File: config.mk
export PLATFORM = sky130hd
export DESIGN_NAME = bank_row_sequencer
export DESIGN_NICKNAME = d
export VERILOG_FILES = /design/src/rtl/brs_pkg.sv /design/src/rtl/brs_addr_split.sv /design/src/rtl/brs_bank_table.sv /design/src/rtl/brs_delay_cnt.sv /design/src/rtl/bank_row_sequencer.sv
export SDC_FILE = /design/constraint.sdc
export NUM_CORES = 1
export LEC_CHECK = 0
export CAP_MARGIN = 20
export CELL_PAD_IN_SITES_DETAIL_PLACEMENT = 1
export CELL_PAD_IN_SITES_GLOBAL_PLACEMENT = 2
export CORE_MARGIN = 2
export CORE_UTILIZATION = 34
export CTS_BUF_LIST = sky130_fd_sc_hd__clkbuf_16
export DETAILED_ROUTE_END_ITERATION = 7
export PLACE_DENSITY = 0.89
export SETUP_SLACK_MARGIN = 0.3
export SLEW_MARGIN = 20
export SYNTH_ARGS = -nofsm -noshare
export SYNTH_HDL_FRONTEND = slang
export SYNTH_HIERARCHICAL = 1
export SYNTH_SLANG_ARGS = --single-unit
File: constraint.sdc
create_clock -name clk -period 2.6 [get_ports clk]
set_input_delay 0.52 -clock clk [delete_from_list [all_inputs] [get_ports clk]]
set_output_delay 0.52 -clock clk [all_outputs]
set_load 0.02 [all_outputs]
File: src/rtl/brs_pkg.sv
package brs_pkg;

    typedef enum logic [2:0] {
        CMD_NOP = 3'd0,
        CMD_PRE = 3'd1,
        CMD_ACT = 3'd2,
        CMD_RD  = 3'd3,
        CMD_WR  = 3'd4
    } cmd_e;

    typedef enum logic [2:0] {
        S_IDLE,
        S_CHECK,
        S_PRE,
        S_WAIT_RP,
        S_ACT,
        S_WAIT_RCD,
        S_COL,
        S_ACK
    } state_e;

endpackage

File: src/rtl/brs_addr_split.sv
module brs_addr_split #(
    parameter int BANK_W = 2,
    parameter int ROW_W  = 12,
    parameter int COL_W  = 8,
    localparam int ADDR_W = BANK_W + ROW_W + COL_W
) (
    input  logic [ADDR_W-1:0] addr,
    output logic [BANK_W-1:0] bank,
    output logic [ROW_W-1:0]  row,
    output logic [COL_W-1:0]  col
);
    // Bank occupies the top bits, column the bottom bits.
    assign bank = addr[ADDR_W-1 -: BANK_W];
    assign row  = addr[COL_W +: ROW_W];
    assign col  = addr[COL_W-1:0];
endmodule

File: src/rtl/brs_bank_table.sv
module brs_bank_table #(
    parameter int BANK_W = 2,
    parameter int ROW_W  = 12,
    localparam int NB    = 1 << BANK_W
) (
    input  logic              clk,
    input  logic              rst_n,
    input  logic              clr_all,
    input  logic              set_open,
    input  logic              set_close,
    input  logic [BANK_W-1:0] upd_bank,
    input  logic [ROW_W-1:0]  upd_row,
    input  logic [BANK_W-1:0] look_bank,
    output logic              look_open,
    output logic [ROW_W-1:0]  look_row,
    output logic [NB-1:0]     open_vec
);
    logic [ROW_W-1:0] row_arr [NB];

    for (genvar b = 0; b < NB; b++) begin : g_bank
        logic             open_q;
        logic [ROW_W-1:0] row_q;
        logic             hit;

        assign hit = (upd_bank == BANK_W'(b));

        always_ff @(posedge clk) begin
            if (!rst_n) begin
                open_q <= 1'b0;
                row_q  <= '0;
            end else if (clr_all) begin
                open_q <= 1'b0;
            end else if (set_open && hit) begin
                open_q <= 1'b1;
                row_q  <= upd_row;
            end else if (set_close && hit) begin
                open_q <= 1'b0;
            end
        end

        assign open_vec[b] = open_q;
        assign row_arr[b]  = row_q;
    end

    assign look_open = open_vec[look_bank];
    assign look_row  = row_arr[look_bank];
endmodule

File: src/rtl/brs_delay_cnt.sv
module brs_delay_cnt #(
    parameter int CNT_W = 4
) (
    input  logic             clk,
    input  logic             rst_n,
    input  logic             load,
    input  logic [CNT_W-1:0] load_val,
    output logic             zero
);
    logic [CNT_W-1:0] cnt_q;

    always_ff @(posedge clk) begin
        if (!rst_n) begin
            cnt_q <= '0;
        end else if (load) begin
            cnt_q <= load_val;
        end else if (cnt_q != '0) begin
            cnt_q <= cnt_q - 1'b1;
        end
    end

    assign zero = (cnt_q == '0);
endmodule

File: src/rtl/bank_row_sequencer.sv
module bank_row_sequencer
    import brs_pkg::*;
#(
    parameter int BANK_W = 2,
    parameter int ROW_W  = 12,
    parameter int COL_W  = 8,
    parameter int BL_W   = 4,
    parameter int TRP    = 3,
    parameter int TRCD   = 3,
    localparam int ADDR_W = BANK_W + ROW_W + COL_W,
    localparam int NB     = 1 << BANK_W,
    localparam int TMAX   = (TRP > TRCD) ? TRP : TRCD,
    localparam int CNT_W  = $clog2(TMAX) + 1
) (
    input  logic              clk,
    input  logic              rst_n,
    input  logic              wr_req,
    input  logic              rd_req,
    input  logic [ADDR_W-1:0] req_addr,
    input  logic [BL_W-1:0]   burst_len,
    input  logic              auto_close,
    input  logic              pall_seen,
    output logic              req_ack,
    output logic              busy,
    output logic [2:0]        cmd_code,
    output logic [BANK_W-1:0] cmd_bank,
    output logic [ROW_W-1:0]  cmd_row,
    output logic [COL_W-1:0]  cmd_col,
    output logic              cmd_auto_pre,
    output logic [BL_W-1:0]   cmd_burst
);
    localparam logic [CNT_W-1:0] RP_LOAD  = CNT_W'(TRP - 2);
    localparam logic [CNT_W-1:0] RCD_LOAD = CNT_W'(TRCD - 2);

    state_e state_q, state_d;
    cmd_e   cmd_d;

    logic              lat_wr;
    logic              lat_ap;
    logic [BANK_W-1:0] lat_bank;
    logic [ROW_W-1:0]  lat_row;
    logic [COL_W-1:0]  lat_col;
    logic [BL_W-1:0]   lat_bl;

    logic [BANK_W-1:0] dec_bank;
    logic [ROW_W-1:0]  dec_row;
    logic [COL_W-1:0]  dec_col;

    logic              tab_open;
    logic [ROW_W-1:0]  tab_row;
    logic [NB-1:0]     open_vec;
    logic              set_open, set_close;

    logic              cnt_load;
    logic [CNT_W-1:0]  cnt_val;
    logic              cnt_zero;
    logic              take;

    brs_addr_split #(
        .BANK_W(BANK_W), .ROW_W(ROW_W), .COL_W(COL_W)
    ) u_split (
        .addr(req_addr), .bank(dec_bank), .row(dec_row), .col(dec_col)
    );

    brs_bank_table #(
        .BANK_W(BANK_W), .ROW_W(ROW_W)
    ) u_table (
        .clk       (clk),
        .rst_n     (rst_n),
        .clr_all   (pall_seen),
        .set_open  (set_open),
        .set_close (set_close),
        .upd_bank  (lat_bank),
        .upd_row   (lat_row),
        .look_bank (lat_bank),
        .look_open (tab_open),
        .look_row  (tab_row),
        .open_vec  (open_vec)
    );

    brs_delay_cnt #(
        .CNT_W(CNT_W)
    ) u_cnt (
        .clk(clk), .rst_n(rst_n), .load(cnt_load), .load_val(cnt_val), .zero(cnt_zero)
    );

    assign take = (state_q == S_IDLE) && (wr_req || rd_req);

    // State register
    always_ff @(posedge clk) begin
        if (!rst_n) begin
            state_q <= S_IDLE;
        end else begin
            state_q <= state_d;
        end
    end

    // Request capture (write wins when both are raised)
    always_ff @(posedge clk) begin
        if (!rst_n) begin
            lat_wr   <= 1'b0;
            lat_ap   <= 1'b0;
            lat_bank <= '0;
            lat_row  <= '0;
            lat_col  <= '0;
            lat_bl   <= '0;
        end else if (take) begin
            lat_wr   <= wr_req;
            lat_ap   <= auto_close;
            lat_bank <= dec_bank;
            lat_row  <= dec_row;
            lat_col  <= dec_col;
            lat_bl   <= burst_len;
        end
    end

    // Next-state logic
    always_comb begin
        state_d = state_q;
        unique case (state_q)
            S_IDLE: begin
                if (take) state_d = S_CHECK;
            end
            S_CHECK: begin
                if (tab_open && (tab_row == lat_row)) state_d = S_COL;
                else if (tab_open)                   state_d = S_PRE;
                else                                 state_d = S_ACT;
            end
            S_PRE:      state_d = S_WAIT_RP;
            S_WAIT_RP: begin
                if (cnt_zero) state_d = S_ACT;
            end
            S_ACT:      state_d = S_WAIT_RCD;
            S_WAIT_RCD: begin
                if (cnt_zero) state_d = S_COL;
            end
            S_COL:      state_d = S_ACK;
            S_ACK:      state_d = S_IDLE;
            default:    state_d = S_IDLE;
        endcase
    end

    // Output and side-effect logic
    always_comb begin
        cmd_d     = CMD_NOP;
        set_open  = 1'b0;
        set_close = 1'b0;
        cnt_load  = 1'b0;
        cnt_val   = '0;
        req_ack   = 1'b0;
        busy      = 1'b1;
        unique case (state_q)
            S_IDLE:  busy = 1'b0;
            S_CHECK: ;
            S_PRE: begin
                cmd_d     = CMD_PRE;
                set_close = 1'b1;
                cnt_load  = 1'b1;
                cnt_val   = RP_LOAD;
            end
            S_WAIT_RP: ;
            S_ACT: begin
                cmd_d    = CMD_ACT;
                set_open = 1'b1;
                cnt_load = 1'b1;
                cnt_val  = RCD_LOAD;
            end
            S_WAIT_RCD: ;
            S_COL: begin
                cmd_d     = lat_wr ? CMD_WR : CMD_RD;
                set_close = lat_ap;
            end
            S_ACK:   req_ack = 1'b1;
            default: busy = 1'b0;
        endcase
    end

    assign cmd_code     = cmd_d;
    assign cmd_bank     = lat_bank;
    assign cmd_row      = lat_row;
    assign cmd_col      = lat_col;
    assign cmd_auto_pre = (state_q == S_COL) && lat_ap;
    assign cmd_burst    = lat_bl;

endmodule

# Yosys cells after proc, flatten, opt, wreduce, memory -nomap -nowiden
# Cells that the tools add are included.
dict set report op_classes {
  addsub 1
  magnitude_cmp 2
  eq_ne 14
  mux 29
  n_bitwise 3
  reduce_logical 28
}
# operator n
set ops {}
lappend ops {{$bmux W12 S2} 1}
lappend ops {{$mux W12} 2}
lappend ops {{$mux W3} 8}
lappend ops {{$pmux W3 S8} 1}
lappend ops {{$mux W1} 14}
lappend ops {{$eq A12 B12 Y1} 1}
lappend ops {{$eq A3 B3 Y1 const B} 4}
lappend ops {{$logic_and A1 B1 Y1} 11}
lappend ops {{$reduce_bool A2 Y1} 5}
lappend ops {{$pmux W3 S3} 1}
lappend ops {{$reduce_and A2 Y1} 4}
lappend ops {{$eq A3 B2 Y1 const B} 2}
lappend ops {{$logic_not A3 Y1} 2}
lappend ops {{$ne A2 B2 Y1 const B} 3}
lappend ops {{$eq A2 B2 Y1 const B} 2}
lappend ops {{$reduce_or A2 Y1} 2}
lappend ops {{$eq A3 B1 Y1 const B} 1}
lappend ops {{$ge A3 B3 Y1 const B} 1}
lappend ops {{$lt A2 B3 Y1 const B} 1}
lappend ops {{$not A2 Y3} 1}
lappend ops {{$reduce_and A3 Y1} 1}
lappend ops {{$reduce_bool A3 Y1} 1}
lappend ops {{$sub A3 B1 Y3 const B} 1}
lappend ops {{$bmux W1 S2} 1}
lappend ops {{5 further kinds} 6}
dict set report word_totals {
  regBits 86
  inputBits 32
  wordCells 93
}

# Depth between registers and ports, before layout
dict set report logic_depth {
  ltp_word 8
  mapped_depth 8
  depth_no_buf 8
}

# Cells and area by module
# Netlist, hierarchy kept.
# module instances cells_per_inst area_per_inst_um2 seq_area_each_um2
set by_module_without_submodules {}
lappend by_module_without_submodules {brs_bank_table 1 215 2326.0 1041.0}
lappend by_module_without_submodules {bank_row_sequencer 1 176 1519.0 620.6}
lappend by_module_without_submodules {brs_delay_cnt 1 22 205.2 60.1}
lappend by_module_without_submodules {brs_addr_split 1 22 165.2 0.0}

# Worst setup path before layout
# OpenSTA, ideal clock, no wires.
dict set report synth_timing {
  kind {register to register}
  start {register lat_bank[0], in the netlist cmd_bank[0]}
  end {register state_q[2]}
  setup_ps 74
  arrival_time_ps 2077
  path_slack_ps 449
  path_stages_with_launch 7
  n_path_buf 1
  path_cell_list {dfxtp_1 > buf_2 > mux4_2 > xor2_1 > nor4_1 > nand3_1 > a31oi_1}
}
dict set report synth_between {
  elab_chain_cells 8
  elab_cells_between_ends 11
  cone_classes {1 x eq/ne; 8 x mux; 1 x bitwise; 1 x reduce/logical}
}
# item line_no
set synth_lines {}
lappend synth_lines {{start: declaration} bank_row_sequencer.sv:40} ;# logic [BANK_W-1:0] lat_bank;
lappend synth_lines {{start signal: assignment} bank_row_sequencer.sv:110} ;# lat_bank <= dec_bank;
lappend synth_lines {{$not A2 Y3 (implied by the code)} brs_bank_table.sv:46} ;# assign look_row = row_arr[look_bank];
lappend synth_lines {{$bmux W12 S2} brs_bank_table.sv:46}
lappend synth_lines {{$mux W12 (implied by the code) (2 in series)} brs_bank_table.sv:46}
lappend synth_lines {{named net tab_row[7]} bank_row_sequencer.sv:50} ;# logic [ROW_W-1:0] tab_row;
lappend synth_lines {{$eq A12 B12 Y1} bank_row_sequencer.sv:125} ;# if (tab_open && (tab_row == lat_row)) state_d = S_COL;
lappend synth_lines {{$logic_and A1 B1 Y1} bank_row_sequencer.sv:125}
lappend synth_lines {{$mux W3} bank_row_sequencer.sv:125}
lappend synth_lines {{$pmux W3 S8} bank_row_sequencer.sv:120} ;# unique case (state_q)
lappend synth_lines {{end signal: assignment} bank_row_sequencer.sv:94} ;# state_q <= state_d;
lappend synth_lines {{end: declaration} bank_row_sequencer.sv:35} ;# state_e state_q, state_d;
# The timed path passes the listed nets, and every way through them passes these cells. The select of a mux whose other input is x is not followed.
# A chain may end at the register's enable or synchronous reset.

# Final worst setup path
dict set report layout_timing {
  start {register state_q[0]}
  end {output cmd_code[1]}
}
dict set report layout_between {
  elab_chain_cells 2
  elab_cells_between_ends 4
  cone_classes {3 x eq/ne; 1 x mux}
}
# item line_no
set layout_lines {}
lappend layout_lines {{$eq A3 B3 Y1 / $eq A3 B2 Y1 (equally long branches)} bank_row_sequencer.sv:152} ;# unique case (state_q)
lappend layout_lines {{$pmux W3 S3 (*)} bank_row_sequencer.sv:152}
lappend layout_lines {{end: declaration} bank_row_sequencer.sv:25} ;# output logic [2:0] cmd_code,
# Mark *: on every way between the ends. The rest lies on a longest branch, timed or not.

==> flow_results.org <==
** Status
- The run finished with clean final reports.

** Clock tree
- Source-to-sink clock delay at the later pin of the worst-skew pair :: 340 ps
- After clock tree synthesis, the clock-pin slew on the worst setup and hold paths is 60 ps.
- Clock tree from TritonCTS :: done
- Number of buffers inserted by hold repair at cts :: 0
- Count of clock tree sinks :: 86
- Clock Tree Root :: sky130_fd_sc_hd__clkbuf_16
- Max Buffers Root-to-Sink :: 2
- Once the clock tree was built, the setup fixing pass inserted 0 buffers.
- Number of CTS-inserted buffers :: 9
- Number of levels in the clock H-tree :: 3

** Routing
- Final routed DRC violation total :: 0
- Detailed routing inserted a total of 3170 vias.
- Wire length on met3 :: 349 um
- Final antenna-violating net count :: 0
- Dividing the detail-routed via count by the number of cells gives 5.10.
- Total Routed Length :: 10.6 mm
- Detail-routed net length per standard cell :: 17.0 um
- In the detailed route, the total length drawn on met2 is 5.64 mm.
- Iter 0 DRT Violations :: 92
- Met1 WL :: 4.44 mm
- The detailed router used layers up to and including met4.
- First-pass iteration count of the detailed router :: 6

** Run
- Maximum capacitance violations :: 0

** Cells and area
- The post-route netlist has 14.3% of its cells at a drive strength greater than 1.
- Antenna fix cells :: 0
- The net count of the finished layout is 504.
- The area growth from synthesis to layout is 21.6%.
- For this run, the share of the core covered by cells in the final layout is 42.4%.

** GRT
- Global-route wire length before repair :: 17.0 mm
- Overall fraction of global-route tracks in use :: 16.6%
- Pin count of the biggest net entering global routing :: 85
- The number of global-route vias before repair came to 3346.
- The initial antenna violation count was 0.
- Global route total overflow :: 0

** Floorplanning
- The die is 115 um tall.
- Number of ports placed on the die boundary :: 64
- Total die area :: 13200 um^2
- The die is 115 um wide.
- The floorplan has 40 rows.
- Once the floorplan was initialized, standard cells occupied 34.8% of the core.
- Placeable core region :: 12000 um^2

** Critical path
- The critical path in this run is classified as flip-flop to primary output.
- Capture instance of the worst register-to-register path :: state_q[2]
- Worst reg2reg path startpoint :: cmd_bank[1]
- Number of cell instances on the worst register-to-register path :: 6
- Required @ worst endpoint :: 2080 ps
- Across all register-to-register paths, the minimum setup slack is 420 ps.
- STA classifies the critical path endpoint as a primary output.
- Data on the critical path arrives at its endpoint at 1670 ps.
- STA classifies the critical path startpoint as a flip-flop.
- Crit-path max FO :: 13

** Power
- In this run the static leakage power is 2.13 nW.
- Per report_power, the sequential group accounts for 38.8% of the total.
- Combinational cells account for 32.2% of the total power.
- IR Drop Worst-Case VDD :: 0.284 mV
- Clock power share :: 29.0%
- Pint :: 2.81 mW
- The design draws 4.29 mW.
- In this run the power spent charging and discharging nets is 1.47 mW.
- Power per Cell Area :: 843 nW/um^2
- Net switching is 34.4% of the power.

** Min path
- Startpoint of the most critical hold path :: u_table/g_bank[2].row_q[9]
- Endpoint with the worst hold slack :: u_table/g_bank[2].row_q[9]
- The worst hold path was traced through 2 stages.
- Worst hold-check path type :: flip-flop to flip-flop

** Place
- Buffers placed on the I/O ports in this run total 63.
- The congestion estimate from routability-driven global placement came to 0.773.
- After legalization and detailed placement, the total HPWL measured 7.44 mm.

** STA
- Worst slew margin :: 65.9%
- Setup violations remaining at the end of the flow were counted as 0.
- Static timing analysis puts the maximum clock frequency at 456 MHz.
- The smallest clock period supported by the final layout is computed as 2190 ps.
- Setup repair after global routing left no endpoint under its margin.
- Final worst path period share :: 84.3%
- Maximum clock skew at final layout :: 7.63 ps
- Post-Route Hold Slack :: 462 ps
- Setup_tns :: 0 ps
- Tightest Pin Transition :: 512 ps
- Number of hold violations in the final report :: 0
- The final-report max-slew violation count was 0.

** Synth
- Gate Count Post-Synth :: 431
- Average size of a mapped cell :: 9.71 um^2
- The synthesized netlist occupies a cell area of 4190 um^2.
- Total number of yosys warnings :: 6
area by class of cell:
cell class,instances,area (um^2)
sequential,86,1730
clock inverter,7,57.6
clock buffer,9,225
fill,1350,6920
multi-input combinational,288,2120
timing repair buffer,77,749
inverter,8,30.0
tap,147,184
routing by layer:
layer,vias up,global-route usage [%]
li1,1519,-
met3,17,2.90
met5,-,0
met1,1588,19.4
met2,46,30.5
met4,0,6.02
worst max-delay path by stage:
stage	cells after the start	from	endpoint	slack [ps]
finish	3	state_q[0]	cmd_code[1]	410
floorplan	6	cmd_bank[0]	state_q[2]	450
global route	6	cmd_bank[1]	state_q[2]	290
CTS	3	state_q[1]	cmd_code[2]	260
detailed placement	5	cmd_bank[0]	state_q[2]	260
global placement	5	cmd_bank[0]	state_q[2]	450
power groups by stage:
stage          registers [mW]  clock network, mW  logic [mW]
5_1_grt                  1.69               1.34        1.50
4_1_cts                  1.67               1.27        1.40
2_1_floorplan            1.71                  0       0.888
3_3_place_gp             1.68                  0        1.34
6_report                 1.67               1.24        1.38
3_5_place_dp             1.69                  0        1.39
sequential cells by signal (all words and copies together) (netlist names):
register / cells
cmd_row: 12
cmd_col: 8
u_cnt/cnt_q: 3
u_table/g_bank.open_q: 4
lat_wr: 1
cmd_burst: 4
u_table/g_bank.row_q: 48
cmd_bank: 2
state_q: 3
lat_ap: 1
metrics by stage:
step	instances	setup slack, ps	cell area, um^2
2_1_floorplan	432	449	4190
3_3_place_gp	606	451	4790
3_5_place_dp	606	264	4790
4_1_cts	622	259	5080
5_1_grt	622	291	5090
6_report	622	409	5090
repair_timing:
action,in CTS,in global routing
hold endpoints to repair,0,0
resized for setup,3,5
pin swaps,0,0
endpoints found under the setup margin,6,5
cells in the final DEF, fill, tap and decap left out, drive strengths merged, types with 4 or more instances in the layout:
cell	instances
nand2	119
dfxtp	86
clkdlybuf4s50	58
mux2i	49
a21boi	28
buf	15
mux4	13
xor2	12
inv	10
clkbuf	9
nor2b	7
o21ai	5
nor2	4
nand3b	4
o22ai	4
worst max-delay path, stage by stage (launching register included):
cell                              delay (ps)
sky130_fd_sc_hd__dfxtp_2                 400
sky130_fd_sc_hd__nand2b_1                180
sky130_fd_sc_hd__a21oi_1                 130
sky130_fd_sc_hd__clkdlybuf4s50_1         620
Power figures use the tool's default switching activity.
